`config.mk`:
```
export PLATFORM = sky130hd
export DESIGN_NAME = vloop_top
export DESIGN_NICKNAME = d
export VERILOG_FILES = /design/src/rtl/vloop_pkg.sv /design/src/rtl/vloop_latch.sv /design/src/rtl/vloop_mask.sv /design/src/rtl/vloop_regstep.sv /design/src/rtl/vloop_ctrl.sv /design/src/rtl/vloop_top.sv
export SDC_FILE = /design/constraint.sdc
export NUM_CORES = 1
export LEC_CHECK = 0
export BUFFER_PORTS_ARGS = -buffer_cell sky130_fd_sc_hd__buf_2
export CAP_MARGIN = 10
export CORE_AREA = 8 8 76 144
export CTS_CLUSTER_DIAMETER = 40
export DETAILED_ROUTE_END_ITERATION = 7
export DIE_AREA = 0 0 84 152
export PLACE_DENSITY_LB_ADDON = 0.2
export SYNTH_ARGS = -nofsm -noshare
export SYNTH_HDL_FRONTEND = slang
export SYNTH_SLANG_ARGS = --single-unit
```
`constraint.sdc`:
```
create_clock -name clk -period 5.16 [get_ports clk]
set_clock_uncertainty 0.2 [all_clocks]
set_input_delay 1.032 -clock clk [delete_from_list [all_inputs] [get_ports clk]]
set_output_delay 1.032 -clock clk [all_outputs]
set_load 0.005 [all_outputs]
```
`src/rtl/vloop_pkg.sv`:
```
`timescale 1ns/1ps
package vloop_pkg;
    parameter int NREG  = 32;
    parameter int MAXVL = 16;
    localparam int REGW = $clog2(NREG);
    localparam int VLW  = $clog2(MAXVL + 1);
    localparam int ELW  = $clog2(MAXVL);
    localparam int NOPS = 3;

    typedef logic [REGW-1:0] regnum_t;
    typedef logic [VLW-1:0]  vlen_t;

    typedef struct packed {
        regnum_t base;
        logic    vec;
    } opnd_t;

    typedef struct packed {
        opnd_t              dst;
        opnd_t              src1;
        opnd_t              src2;
        vlen_t              len;
        logic               masked;
        logic [MAXVL-1:0]   mask;
    } instr_t;

    typedef enum logic {S_IDLE = 1'b0, S_RUN = 1'b1} state_t;

    function automatic regnum_t step_reg(opnd_t o, vlen_t idx);
        return o.vec ? regnum_t'(o.base + regnum_t'(idx)) : o.base;
    endfunction

    function automatic vlen_t clamp_len(vlen_t v);
        return (v > vlen_t'(MAXVL)) ? vlen_t'(MAXVL) : v;
    endfunction
endpackage

```
`src/rtl/vloop_latch.sv`:
```
`timescale 1ns/1ps
module vloop_latch
    import vloop_pkg::*;
(
    input  logic                clk,
    input  logic                rst,
    input  logic                accept,
    input  regnum_t             rd_in,
    input  regnum_t             rs1_in,
    input  regnum_t             rs2_in,
    input  vlen_t               len_in,
    input  logic                masked_in,
    input  logic [MAXVL-1:0]    mask_in,
    input  logic [NREG-1:0]     tags,
    output instr_t              held
);
    always_ff @(posedge clk) begin
        if (rst) begin
            held <= '0;
        end else if (accept) begin
            held.dst    <= '{base: rd_in,  vec: tags[rd_in]};
            held.src1   <= '{base: rs1_in, vec: tags[rs1_in]};
            held.src2   <= '{base: rs2_in, vec: tags[rs2_in]};
            held.len    <= clamp_len(len_in);
            held.masked <= masked_in;
            held.mask   <= mask_in;
        end
    end
endmodule

```
`src/rtl/vloop_mask.sv`:
```
`timescale 1ns/1ps
module vloop_mask
    import vloop_pkg::*;
(
    input  logic                masked,
    input  logic [MAXVL-1:0]    mask,
    input  vlen_t               idx,
    output logic                active
);
    always_comb begin
        active = !masked || mask[idx[ELW-1:0]];
    end
endmodule

```
`src/rtl/vloop_regstep.sv`:
```
`timescale 1ns/1ps
module vloop_regstep
    import vloop_pkg::*;
(
    input  opnd_t   opnd,
    input  vlen_t   idx,
    output regnum_t regnum
);
    always_comb begin
        regnum = step_reg(opnd, idx);
    end
endmodule

```
`src/rtl/vloop_ctrl.sv`:
```
`timescale 1ns/1ps
module vloop_ctrl
    import vloop_pkg::*;
(
    input  logic    clk,
    input  logic    rst,
    input  logic    start,
    input  logic    active,
    input  logic    ready,
    input  vlen_t   len,
    output logic    accept,
    output logic    busy,
    output logic    valid,
    output logic    fin,
    output vlen_t   idx
);
    state_t state;
    logic   running;
    logic   at_end;
    logic   advance;

    always_comb begin
        running = (state == S_RUN);
        at_end  = running && (idx == len);
        accept  = start && !running;
        valid   = running && !at_end && active;
        advance = running && !at_end && (!active || ready);
        fin     = at_end;
        busy    = running;
    end

    always_ff @(posedge clk) begin
        if (rst) begin
            state <= S_IDLE;
            idx   <= '0;
        end else if (accept) begin
            state <= S_RUN;
            idx   <= '0;
        end else if (at_end) begin
            state <= S_IDLE;
        end else if (advance) begin
            idx <= idx + vlen_t'(1);
        end
    end
endmodule

```
`src/rtl/vloop_top.sv`:
```
`timescale 1ns/1ps
module vloop_top
    import vloop_pkg::*;
(
    input  logic                clk,
    input  logic                rst,
    input  logic                start,
    input  logic [REGW-1:0]     op_rd,
    input  logic [REGW-1:0]     op_rs1,
    input  logic [REGW-1:0]     op_rs2,
    input  logic [VLW-1:0]      op_vl,
    input  logic                pred_on,
    input  logic [MAXVL-1:0]    pred_bits,
    input  logic [NREG-1:0]     vec_tag,
    output logic                pc_hold,
    output logic                uop_valid,
    input  logic                uop_ready,
    output logic [VLW-1:0]      uop_idx,
    output logic [REGW-1:0]     uop_rd,
    output logic [REGW-1:0]     uop_rs1,
    output logic [REGW-1:0]     uop_rs2,
    output logic                done
);
    instr_t  held;
    logic    accept;
    logic    active;
    vlen_t   idx;
    opnd_t   opnds [NOPS];
    regnum_t regs  [NOPS];

    vloop_latch u_latch (
        .clk(clk), .rst(rst), .accept(accept),
        .rd_in(op_rd), .rs1_in(op_rs1), .rs2_in(op_rs2),
        .len_in(op_vl), .masked_in(pred_on), .mask_in(pred_bits),
        .tags(vec_tag), .held(held)
    );

    vloop_mask u_mask (
        .masked(held.masked), .mask(held.mask), .idx(idx), .active(active)
    );

    vloop_ctrl u_ctrl (
        .clk(clk), .rst(rst), .start(start), .active(active),
        .ready(uop_ready), .len(held.len), .accept(accept),
        .busy(pc_hold), .valid(uop_valid), .fin(done), .idx(idx)
    );

    always_comb begin
        opnds[0] = held.dst;
        opnds[1] = held.src1;
        opnds[2] = held.src2;
    end

    for (genvar g = 0; g < NOPS; g++) begin : g_step
        vloop_regstep u_step (.opnd(opnds[g]), .idx(idx), .regnum(regs[g]));
    end

    assign uop_idx = idx;
    assign uop_rd  = regs[0];
    assign uop_rs1 = regs[1];
    assign uop_rs2 = regs[2];
endmodule

```
==> flow_summary.yaml, run 1 <==
floorplanning:
  core_area_sq_mm: 0.00901
  die-area_sq_mm: 0.0128
  fp.dieH_um: 152
  boundaryPins: 96
  die_w_um: 84
  placementRows: 49
  initial_utilization_pct: 36.1
logic_synthesis:
  async_reset_ff_share_pct: 0
  synth-seq-cells: 46
  synth_top_area_share_pct: 28.3
  yosys.area.top_type: "dfxtp_1"
  synth_edf_count: 0
  ys_types: 36
  syn_inst: 352
  netlist_top_cells_count: "nand2_1, a21oi_1, dfxtp_1"
  netlist_area_sq_mm: 0.00325
  synth_area_leaders: "dfxtp_1, mux4_2, nand2_1, a21oi_1, ha_1"
  yosysWarnings: 0
  avgSynthCellArea_sq_um: 9.24
  yosysSeqAreaShare_pct: 28.3
  synthFlopType: "dfxtp_1"
  synth_most_common_cell: "nand2_1"
  syn_nets: 441
setup_path:
  path_cells: "ha_1 > inv_1 > fa_1 > inv_1 > a21o_1 > a21oi_1 > xnor2_1 > nand2_1 > xnor2_1 > buf_2"
  worstSetupPathType: "register to output port"
  crit_arrival_ns: 2.62
  critical-path-max-stage-delay_ns: 0.80
  crit_fanout: 16
  end_kind: "output port"
  cpMaxStageDelayCell: "dfxtp_1"
  cp-start-kind: "register"
  cp.required_ns: 3.93
route:
  drt_iter0_markers: 120
  finalWirelength_mm: 9.19
  vias: 2814
  drc: 0
  ant_nets: 0
  drt-vias-per-instance: 5.30
  wire_per_inst_um: 17.3
  first_pass_iters: 4
pwr:
  p_per_area_mw_per_mm2: 259
  ir_drop_mv: 0.108
  p_leak_uw: 0.00173
clock_tree:
  cts_tree: "done"
  cts.reportedPaths.clkPinSlew_ns: 0.07
  hold_buffers: 0
  post-cts-setup-buffers: 0
  cts.repair.resized: 0
  clk_path_buf_depth: 2
  cts-buffers-inserted: 5
  cts-root-buf: "clkbuf_16"
  htree_levels: 2
  clkSinkCount: 46
  insertion_delay_ns: 0.29
timing:
  hold_ws_ns: 0.254
  max_slew_margin_pct: 41.5
  finalHoldViolations: 0
  fin_crit_sh_pct: 74.6
  tightest_slew_ns: 0.877
  fin_ws_ns: 1.31
  post-route-min-period_ns: 3.85
  clock.fmax_mhz: 260
  rsz0062_at_grt: "false"
  setup_violations: 0
  fin_tns_setup_ns: 0
  maxSlewViolCount: 0
cells_and_area:
  fin_area_sq_mm: 0.00395
  area_delta_synth_final_pct: 21.3
  drive_gt1_share_pct: 35.2
  fillCellCount: 898
  n_antenna_cell: 0
  final_nets: 517
flow_run:
  cap_violations: 0
placed_design:
  place_congestion: 0.778
  place_worst_setup_slack_ns: 1.59
  dp_hpwl_mm: 7.30
  portBuffers: 95
  placed_cell_area_sq_mm: 0.00375
global_routing:
  grt.overflow.total: 0
  grt_use_total_pct: 14.3
  antenna_found_initial: 0
  grt_pass1_vias: 2951
  grt_pass1_wl_mm: 14.7
  grt_max_degree: 48
run_status:
  status: "finished, final reports clean"
hold_path:
  hp-class: "register to register"
registers in the layout, indices dropped and copies added (netlist names):
name          count
u_latch.held     40
u_ctrl.idx        5
u_ctrl.busy       1
where the power goes:
part	switching, uW	leakage, uW	internal [uW]	total, uW
logic	97.9	0.00125	103	200
registers	17.4	0.000377	376	393
clock network	138	0.0000971	291	429
per-stage QoR:
step | utilization (%) | power (uW) | cells
floorplan | - | 527 | 352
global placement | 41.6 | 602 | 523
detailed placement | 41.6 | 606 | 523
CTS | 43.8 | 1040 | 531
global route | 43.8 | 1060 | 531
finish | 43.8 | 1020 | 531
critical path: cells and delay by family, from the launching register on:
kind / cells / cell delay, ns
flops: 1 / 0.80
fa+ha+maj: 2 / 0.70
xor+xnor: 2 / 0.30
buf+inv: 3 / 0.27
compound gates: 2 / 0.17
simple gates: 1 / 0.08
path summary, 6_finish.rpt:
| check | startpoint | endpoint | slack [ns] | depth (start not counted) |
|---|---|---|---|---|
| hold / removal | u_latch.held[0]$_SDFFE_PP0P_ | u_latch.held[0]$_SDFFE_PP0P_ | 0.25 | 2 |
| setup / recovery | u_ctrl.idx[0]$_SDFFE_PP0P_ | uop_rs2[4] | 1.31 | 10 |
| setup reg to reg | u_ctrl.idx[0]$_SDFFE_PP0P_ | u_ctrl.idx[3]$_SDFFE_PP0P_ | 2.34 | 6 |
| hold reg to reg | u_latch.held[0]$_SDFFE_PP0P_ | u_latch.held[0]$_SDFFE_PP0P_ | 0.25 | 2 |
cell usage in the layout (no fill, tap or decap), types with 2 or more instances in the layout:
master	Yosys	routed
buf_2	5	95
nand2_1	78	78
a21oi_1	49	49
dfxtp_1	46	46
mux4_2	28	28
xnor2_1	16	16
ha_1	13	13
inv_1	12	12
mux2_2	12	12
nor2_1	9	9
a211oi_1	9	9
mux2i_1	8	8
a21o_1	6	6
nor2b_1	6	5
nand3b_1	5	5
clkbuf_16	0	5
nor3_1	4	4
fa_1	3	3
nand3_1	2	2
xor2_1	2	2
nor3_2	2	2
or3_1	2	2
nand4_1	2	2
bufinv_16	0	2
buf_4	2	2
layer usage:
layer  share of wire, %  routed length, um  GRT usage, %
met1                 35               3250          12.9
met4                1.8                165          5.30
met2                 58               5350          28.6
met5                  0                  0             0
met3                4.6                427          3.37
logic make-up after synthesis:
family	after synthesis	synth area share [%]
xor+xnor	18	4.85
buf+inv	40	5.27
flops	46	28.3
mux	48	26.0
fa+ha+maj	16	6.85
simple gates	114	15.7
compound gates	70	13.0
area by class of cell:
class	count	area [sq um]	share of cell area (%)
Timing Repair Buffer	97	490	12.4
Tap cell	102	128	3.24
Sequential cell	46	921	23.3
Inverter	12	45.0	1.14
Clock inverter	2	60.1	1.52
Multi-Input combinational cell	266	2160	54.8
Clock buffer	6	139	3.52
Note: power is estimated with default switching activity, not from simulation.
==> run 2, diff against run 1 <==
--- a/config.mk
+++ b/config.mk
@@ -5,12 +5,13 @@
 export SDC_FILE = /design/constraint.sdc
 export NUM_CORES = 1
 export LEC_CHECK = 0
+export ABC_AREA = 1
 export BUFFER_PORTS_ARGS = -buffer_cell sky130_fd_sc_hd__buf_2
 export CAP_MARGIN = 10
-export CORE_AREA = 8 8 76 144
+export CORE_AREA = 8 8 77 147
 export CTS_CLUSTER_DIAMETER = 40
 export DETAILED_ROUTE_END_ITERATION = 7
-export DIE_AREA = 0 0 84 152
+export DIE_AREA = 0 0 85 155
 export PLACE_DENSITY_LB_ADDON = 0.2
 export SYNTH_ARGS = -nofsm -noshare
 export SYNTH_HDL_FRONTEND = slang
==> constraint.sdc (replaced) <==
create_clock -name clk -period 3.8 [get_ports clk]
set_clock_uncertainty 0.2 [all_clocks]
set_input_delay 0.76 -clock clk [delete_from_list [all_inputs] [get_ports clk]]
set_output_delay 0.76 -clock clk [all_outputs]
set_load 0.005 [all_outputs]
==> flow_summary.yaml, run 2 <==
logic_synthesis:
  synth_edf_count: 0
  netlist_top_cells_count: "nand2_1, inv_1, o21ai_0"
  async_reset_ff_share_pct: 0
  syn_nets: 620
  avgSynthCellArea_sq_um: 6.43
  netlist_area_sq_mm: 0.00341
  synth_most_common_cell: "nand2_1"
  synth_top_area_share_pct: 27.0
  yosysWarnings: 0
  synth-seq-cells: 46
  syn_inst: 531
  ys_types: 31
  synthFlopType: "dfxtp_1"
  yosys.area.top_type: "dfxtp_1"
  synth_area_leaders: "dfxtp_1, nand2_1, inv_1, o21ai_0, nand3_1"
  yosysSeqAreaShare_pct: 27.0
setup_path:
  end_kind: "output port"
  worstSetupPathType: "register to output port"
  startpoint: "u_ctrl.idx[0]$_SDFFE_PP0P_"
  crit_arrival_ns: 2.28
  reg2reg_from: "u_ctrl.busy$_SDFFE_PP0P_"
  cp-start-kind: "register"
  cp.required_ns: 2.84
  crit_fanout: 15
global_routing:
  grt.overflow.total: 0
  antenna_found_initial: 0
  grt_max_degree: 34
  grt_use_total_pct: 16.2
  grt_pass1_wl_mm: 17.3
  grt_pass1_vias: 3536
clock_tree:
  cts_tree: "done"
  clkSinkCount: 46
  post-cts-setup-buffers: 0
  cts-buffers-inserted: 5
  cts.reportedPaths.clkPinSlew_ns: 0.06
  clk_path_buf_depth: 2
  hold_buffers: 0
  htree_levels: 2
  cts-root-buf: "clkbuf_16"
  insertion_delay_ns: 0.29
  cts.repair.resized: 0
timing:
  setup_violations: 0
  hold_ws_ns: 0.276
  max_slew_margin_pct: 62.0
  fin_tns_setup_ns: 0
  finalHoldViolations: 0
  fin_crit_sh_pct: 85.3
  maxSlewViolCount: 0
  clock.fmax_mhz: 308
  rsz0062_at_grt: "false"
  tightest_slew_ns: 0.570
  post-route-min-period_ns: 3.24
route:
  finalWirelength_mm: 10.7
  drt_iter0_markers: 235
  drt-vias-per-instance: 5.09
  vias: 3645
  drc: 0
  wire_per_inst_um: 15.0
  ant_nets: 0
  first_pass_iters: 5
placed_design:
  place_inst: 708
  place_congestion: 0.809
  dp_hpwl_mm: 8.19
  portBuffers: 95
pwr:
  ir_drop_mv: 0.236
  p_leak_uw: 0.00197
  p_per_area_mw_per_mm2: 313
hold_path:
  worstHoldStart: "u_latch.held[16]$_SDFFE_PP0P_"
  hp-class: "register to register"
cells_and_area:
  drive_gt1_share_pct: 19.8
  final_nets: 698
  largest_reg_flops: 40
  regMostFlops: "u_latch.held"
  fin_cells: 716
  area_delta_synth_final_pct: 18.7
  layout_common_cells: "nand2_1, buf_2, inv_1"
  fillCellCount: 1057
  layout_commonest_cell: "nand2_1"
  n_antenna_cell: 0
floorplanning:
  initial_utilization_pct: 35.9
  die_w_um: 85
  placementRows: 51
  fp.dieH_um: 155
  boundaryPins: 96
  core_area_sq_mm: 0.00951
  die-area_sq_mm: 0.0132
flow_run:
  cap_violations: 0
run_status:
  status: "finished, final reports clean"
[run 2: cell types whose count changed after synthesis, moves of 9 or more]
cell      delta
o21ai_0     +59
o211ai_1    +27
clkbuf_1     -9
mux4_2      -28
buf_2       +17
buf_1       -10
inv_1       +67
mux2_2      -12
a21oi_1     -11
xnor2_1     -11
nand2_1     +41
nand3_1     +56
[run 2: stage by stage]
step / area, sq um / util [%] / total power [uW] / setup slack [ns]
CTS: 4050 / 42.6 / 1280 / 0.537
finish: 4050 / 42.6 / 1270 / 0.557
global route: 4050 / 42.6 / 1340 / 0.410
floorplan: 3410 / - / 722 / 1.15
detailed placement: 3900 / 41.0 / 830 / 0.864
global placement: 3900 / 41.0 / 828 / 0.898
[run 2: per-layer routing]
layer / vias to the layer above / track usage [%] / wire length [um] / part of all wire (%)
li1: 1911 / - / - / -
met1: 1605 / 21.1 / 4980 / 46
met2: 119 / 25.8 / 5000 / 47
met3: 10 / 3.49 / 633 / 5.9
met4: 0 / 4.88 / 135 / 1.3
met5: - / 0 / 0 / 0
[run 2: layout make-up]
cell class / count / area (sq um) / share of cell area [%]
clock buffer: 6 / 139 / 3.43
clock inverter: 2 / 12.5 / 0.309
inverter: 84 / 315 / 7.78
multi-input combinational: 374 / 2030 / 50.2
sequential: 46 / 921 / 22.7
tap: 106 / 133 / 3.27
timing repair buffer: 98 / 498 / 12.3
[run 2: path summary, 6_finish.rpt]
kind	to	slack (ns)	cells after the start
worst max-delay path	uop_rs1[4]	0.56	13
worst min-delay path	u_latch.held[16]$_SDFFE_PP0P_	0.28	1
worst max register to register	u_ctrl.idx[0]$_SDFFE_PP0P_	1.85	6
worst min register to register	u_latch.held[16]$_SDFFE_PP0P_	0.28	1
[run 2: cell families after synthesis]
| kind of cell | share of synthesized area [%] |
|---|---|
| AOI/OAI and AO/OA | 23.6 |
| xor gates and xnor gates | 3.59 |
| adders and majority gates | 6.53 |
| buffers and inverters | 13.4 |
| DFF | 27.0 |
| and+or+nand+nor | 25.9 |
[run 2: power breakdown]
group          leakage [uW]  switching, uW  internal, uW
Clock             0.0000729            190           261
Combinational       0.00152            177           109
Sequential         0.000377           19.6           513
Total               0.00197            387           883
[run 2: worst max-delay path: stages (launching register included)]
cell     delay (ns)
dfxtp_1        0.38
buf_4          0.25
ha_1           0.20
inv_1          0.05
fa_1           0.35
inv_1          0.09
nand2_1        0.05
nand2_1        0.05
a21oi_1        0.07
nand2_1        0.06
nand2_1        0.05
nor2_1         0.11
xor2_1         0.16
buf_2          0.13
==> run 3, diff against run 2 <==
--- a/config.mk
+++ b/config.mk
@@ -12,7 +12,7 @@
 export CTS_CLUSTER_DIAMETER = 40
 export DETAILED_ROUTE_END_ITERATION = 7
 export DIE_AREA = 0 0 85 155
-export PLACE_DENSITY_LB_ADDON = 0.2
+export PLACE_DENSITY = 0.69
 export SYNTH_ARGS = -nofsm -noshare
 export SYNTH_HDL_FRONTEND = slang
 export SYNTH_SLANG_ARGS = --single-unit
==> flow_summary.yaml, run 3 (same netlist as run 2, synthesis figures left out) <==
run_status:
  status: "finished, final reports clean"
floorplanning:
  fp.dieH_um: 155
  core_area_sq_mm: 0.00951
  placementRows: 51
  die-area_sq_mm: 0.0132
  boundaryPins: 96
  die_w_um: 85
  initial_utilization_pct: 35.9
placed_design:
  portBuffers: 95
  dp_hpwl_mm: 8.04
  place_worst_setup_slack_ns: 0.903
  placed_cell_area_sq_mm: 0.00390
  place_inst: 708
  place_congestion: 0.846
route:
  drt_iter0_markers: 315
  drt-vias-per-instance: 5.10
  first_pass_iters: 6
  drc: 0
  wire_per_inst_um: 14.7
  finalWirelength_mm: 10.5
  ant_nets: 0
  vias: 3655
cells_and_area:
  largest_reg_flops: 40
  n_antenna_cell: 0
  fin_area_sq_mm: 0.00405
  layout_common_cells: "nand2_1, buf_2, inv_1"
  regMostFlops: "u_latch.held"
  multiInputGateArea_sq_mm: 0.00203
  final_nets: 698
  fin_cells: 716
  final-seq-area_sq_um: 921
  fillCellCount: 1015
  drive_gt1_share_pct: 19.7
  area_delta_synth_final_pct: 18.6
  layout_commonest_cell: "nand2_1"
clock_tree:
  cts_tree: "done"
  cts.reportedPaths.clkPinSlew_ns: 0.06
  cts.repair.resized: 0
  cts-buffers-inserted: 5
  clkSinkCount: 46
  cts-root-buf: "clkbuf_16"
  clk_path_buf_depth: 2
  hold_buffers: 0
  htree_levels: 2
  insertion_delay_ns: 0.29
  post-cts-setup-buffers: 0
timing:
  hold_ws_ns: 0.279
  maxSlewViolCount: 0
  fin_ws_ns: 0.567
  setup_violations: 0
  post-route-min-period_ns: 3.23
  finalHoldViolations: 0
  max_slew_margin_pct: 61.7
  clock.fmax_mhz: 309
  fin_crit_sh_pct: 85.1
  rsz0062_at_grt: "false"
  tightest_slew_ns: 0.574
  fin_tns_setup_ns: 0
global_routing:
  grt.overflow.total: 0
  grt_max_degree: 34
  grt_use_total_pct: 15.9
  grt_pass1_vias: 3694
  grt_pass1_wl_mm: 17.3
  antenna_found_initial: 0
setup_path:
  path_buf_inv: 4
  cp.required_ns: 2.84
  crit_fanout: 17
  worstSetupPathType: "register to output port"
  cpMaxStageDelayCell: "fa_1"
  path_cells: "buf_4 > ha_1 > inv_1 > fa_1 > inv_1 > nand2_1 > nand2_1 > a21oi_1 > nand2_1 > nand2_1 > nor2_1 > xor2_1 > buf_2"
  path_common_cell: "nand2_1"
  crit_arrival_ns: 2.27
  reg2reg_depth: 6
  cp-start-kind: "register"
  end_kind: "output port"
  critical-path-max-stage-delay_ns: 0.35
  critPathTopFamily: "adder cells"
  crit_cells: 13
flow_run:
  cap_violations: 0
pwr:
  ir_drop_mv: 0.228
  p_per_area_mw_per_mm2: 311
  p_leak_uw: 0.00197
hold_path:
  worstHoldPathCells: 2
  hp-class: "register to register"
[run 3: cell types whose count changed in the layout (fill, tap and decap cells not counted)]
cell and delta:
clkbuf_1 +1, clkinvlp_4 -1
[run 3: tightest hold or removal path, stage by stage (launching register included)]
cell	delay (ns)
dfxtp_1	0.29
inv_1	0.06
o21ai_0	0.07
[run 3: area by class of cell]
cell class / count / area share [%]
multi-input cells: 374 / 50.2
repair buffers: 98 / 12.3
clock inverters: 1 / 0.124
flip-flops and latches: 46 / 22.7
inverters: 84 / 7.79
clock buffers: 7 / 3.52
well taps: 106 / 3.28
[run 3: final timing paths]
path	start	slack (ns)	end
worst max register to register	u_ctrl.busy$_SDFFE_PP0P_	1.90	u_latch.held[11]$_SDFFE_PP0P_
worst max-delay path	u_ctrl.idx[0]$_SDFFE_PP0P_	0.57	uop_rs2[4]
worst min-delay path	u_latch.held[13]$_SDFFE_PP0P_	0.28	u_latch.held[13]$_SDFFE_PP0P_
worst min register to register	u_latch.held[13]$_SDFFE_PP0P_	0.28	u_latch.held[13]$_SDFFE_PP0P_
[run 3: through the flow]
| stage | utilization [%] | power [uW] |
|---|---|---|
| global placement | 41.0 | 825 |
| detailed placement | 41.0 | 828 |
| global route | 42.6 | 1340 |
| finish | 42.6 | 1260 |
| floorplan | - | 722 |
| CTS | 42.6 | 1270 |
[run 3: power by group]
part / switching [uW] / internal, uW
clock: 182 / 261
sequential: 19.4 / 513
combinational: 176 / 109
[run 3: per-layer routing]
metal	GRT usage, %	part of all wire, %	vias up
met5	0	0	-
met4	5.74	2.3	0
met3	3.28	4.7	18
met2	26.0	47	111
met1	20.0	46	1620
li1	-	-	1906
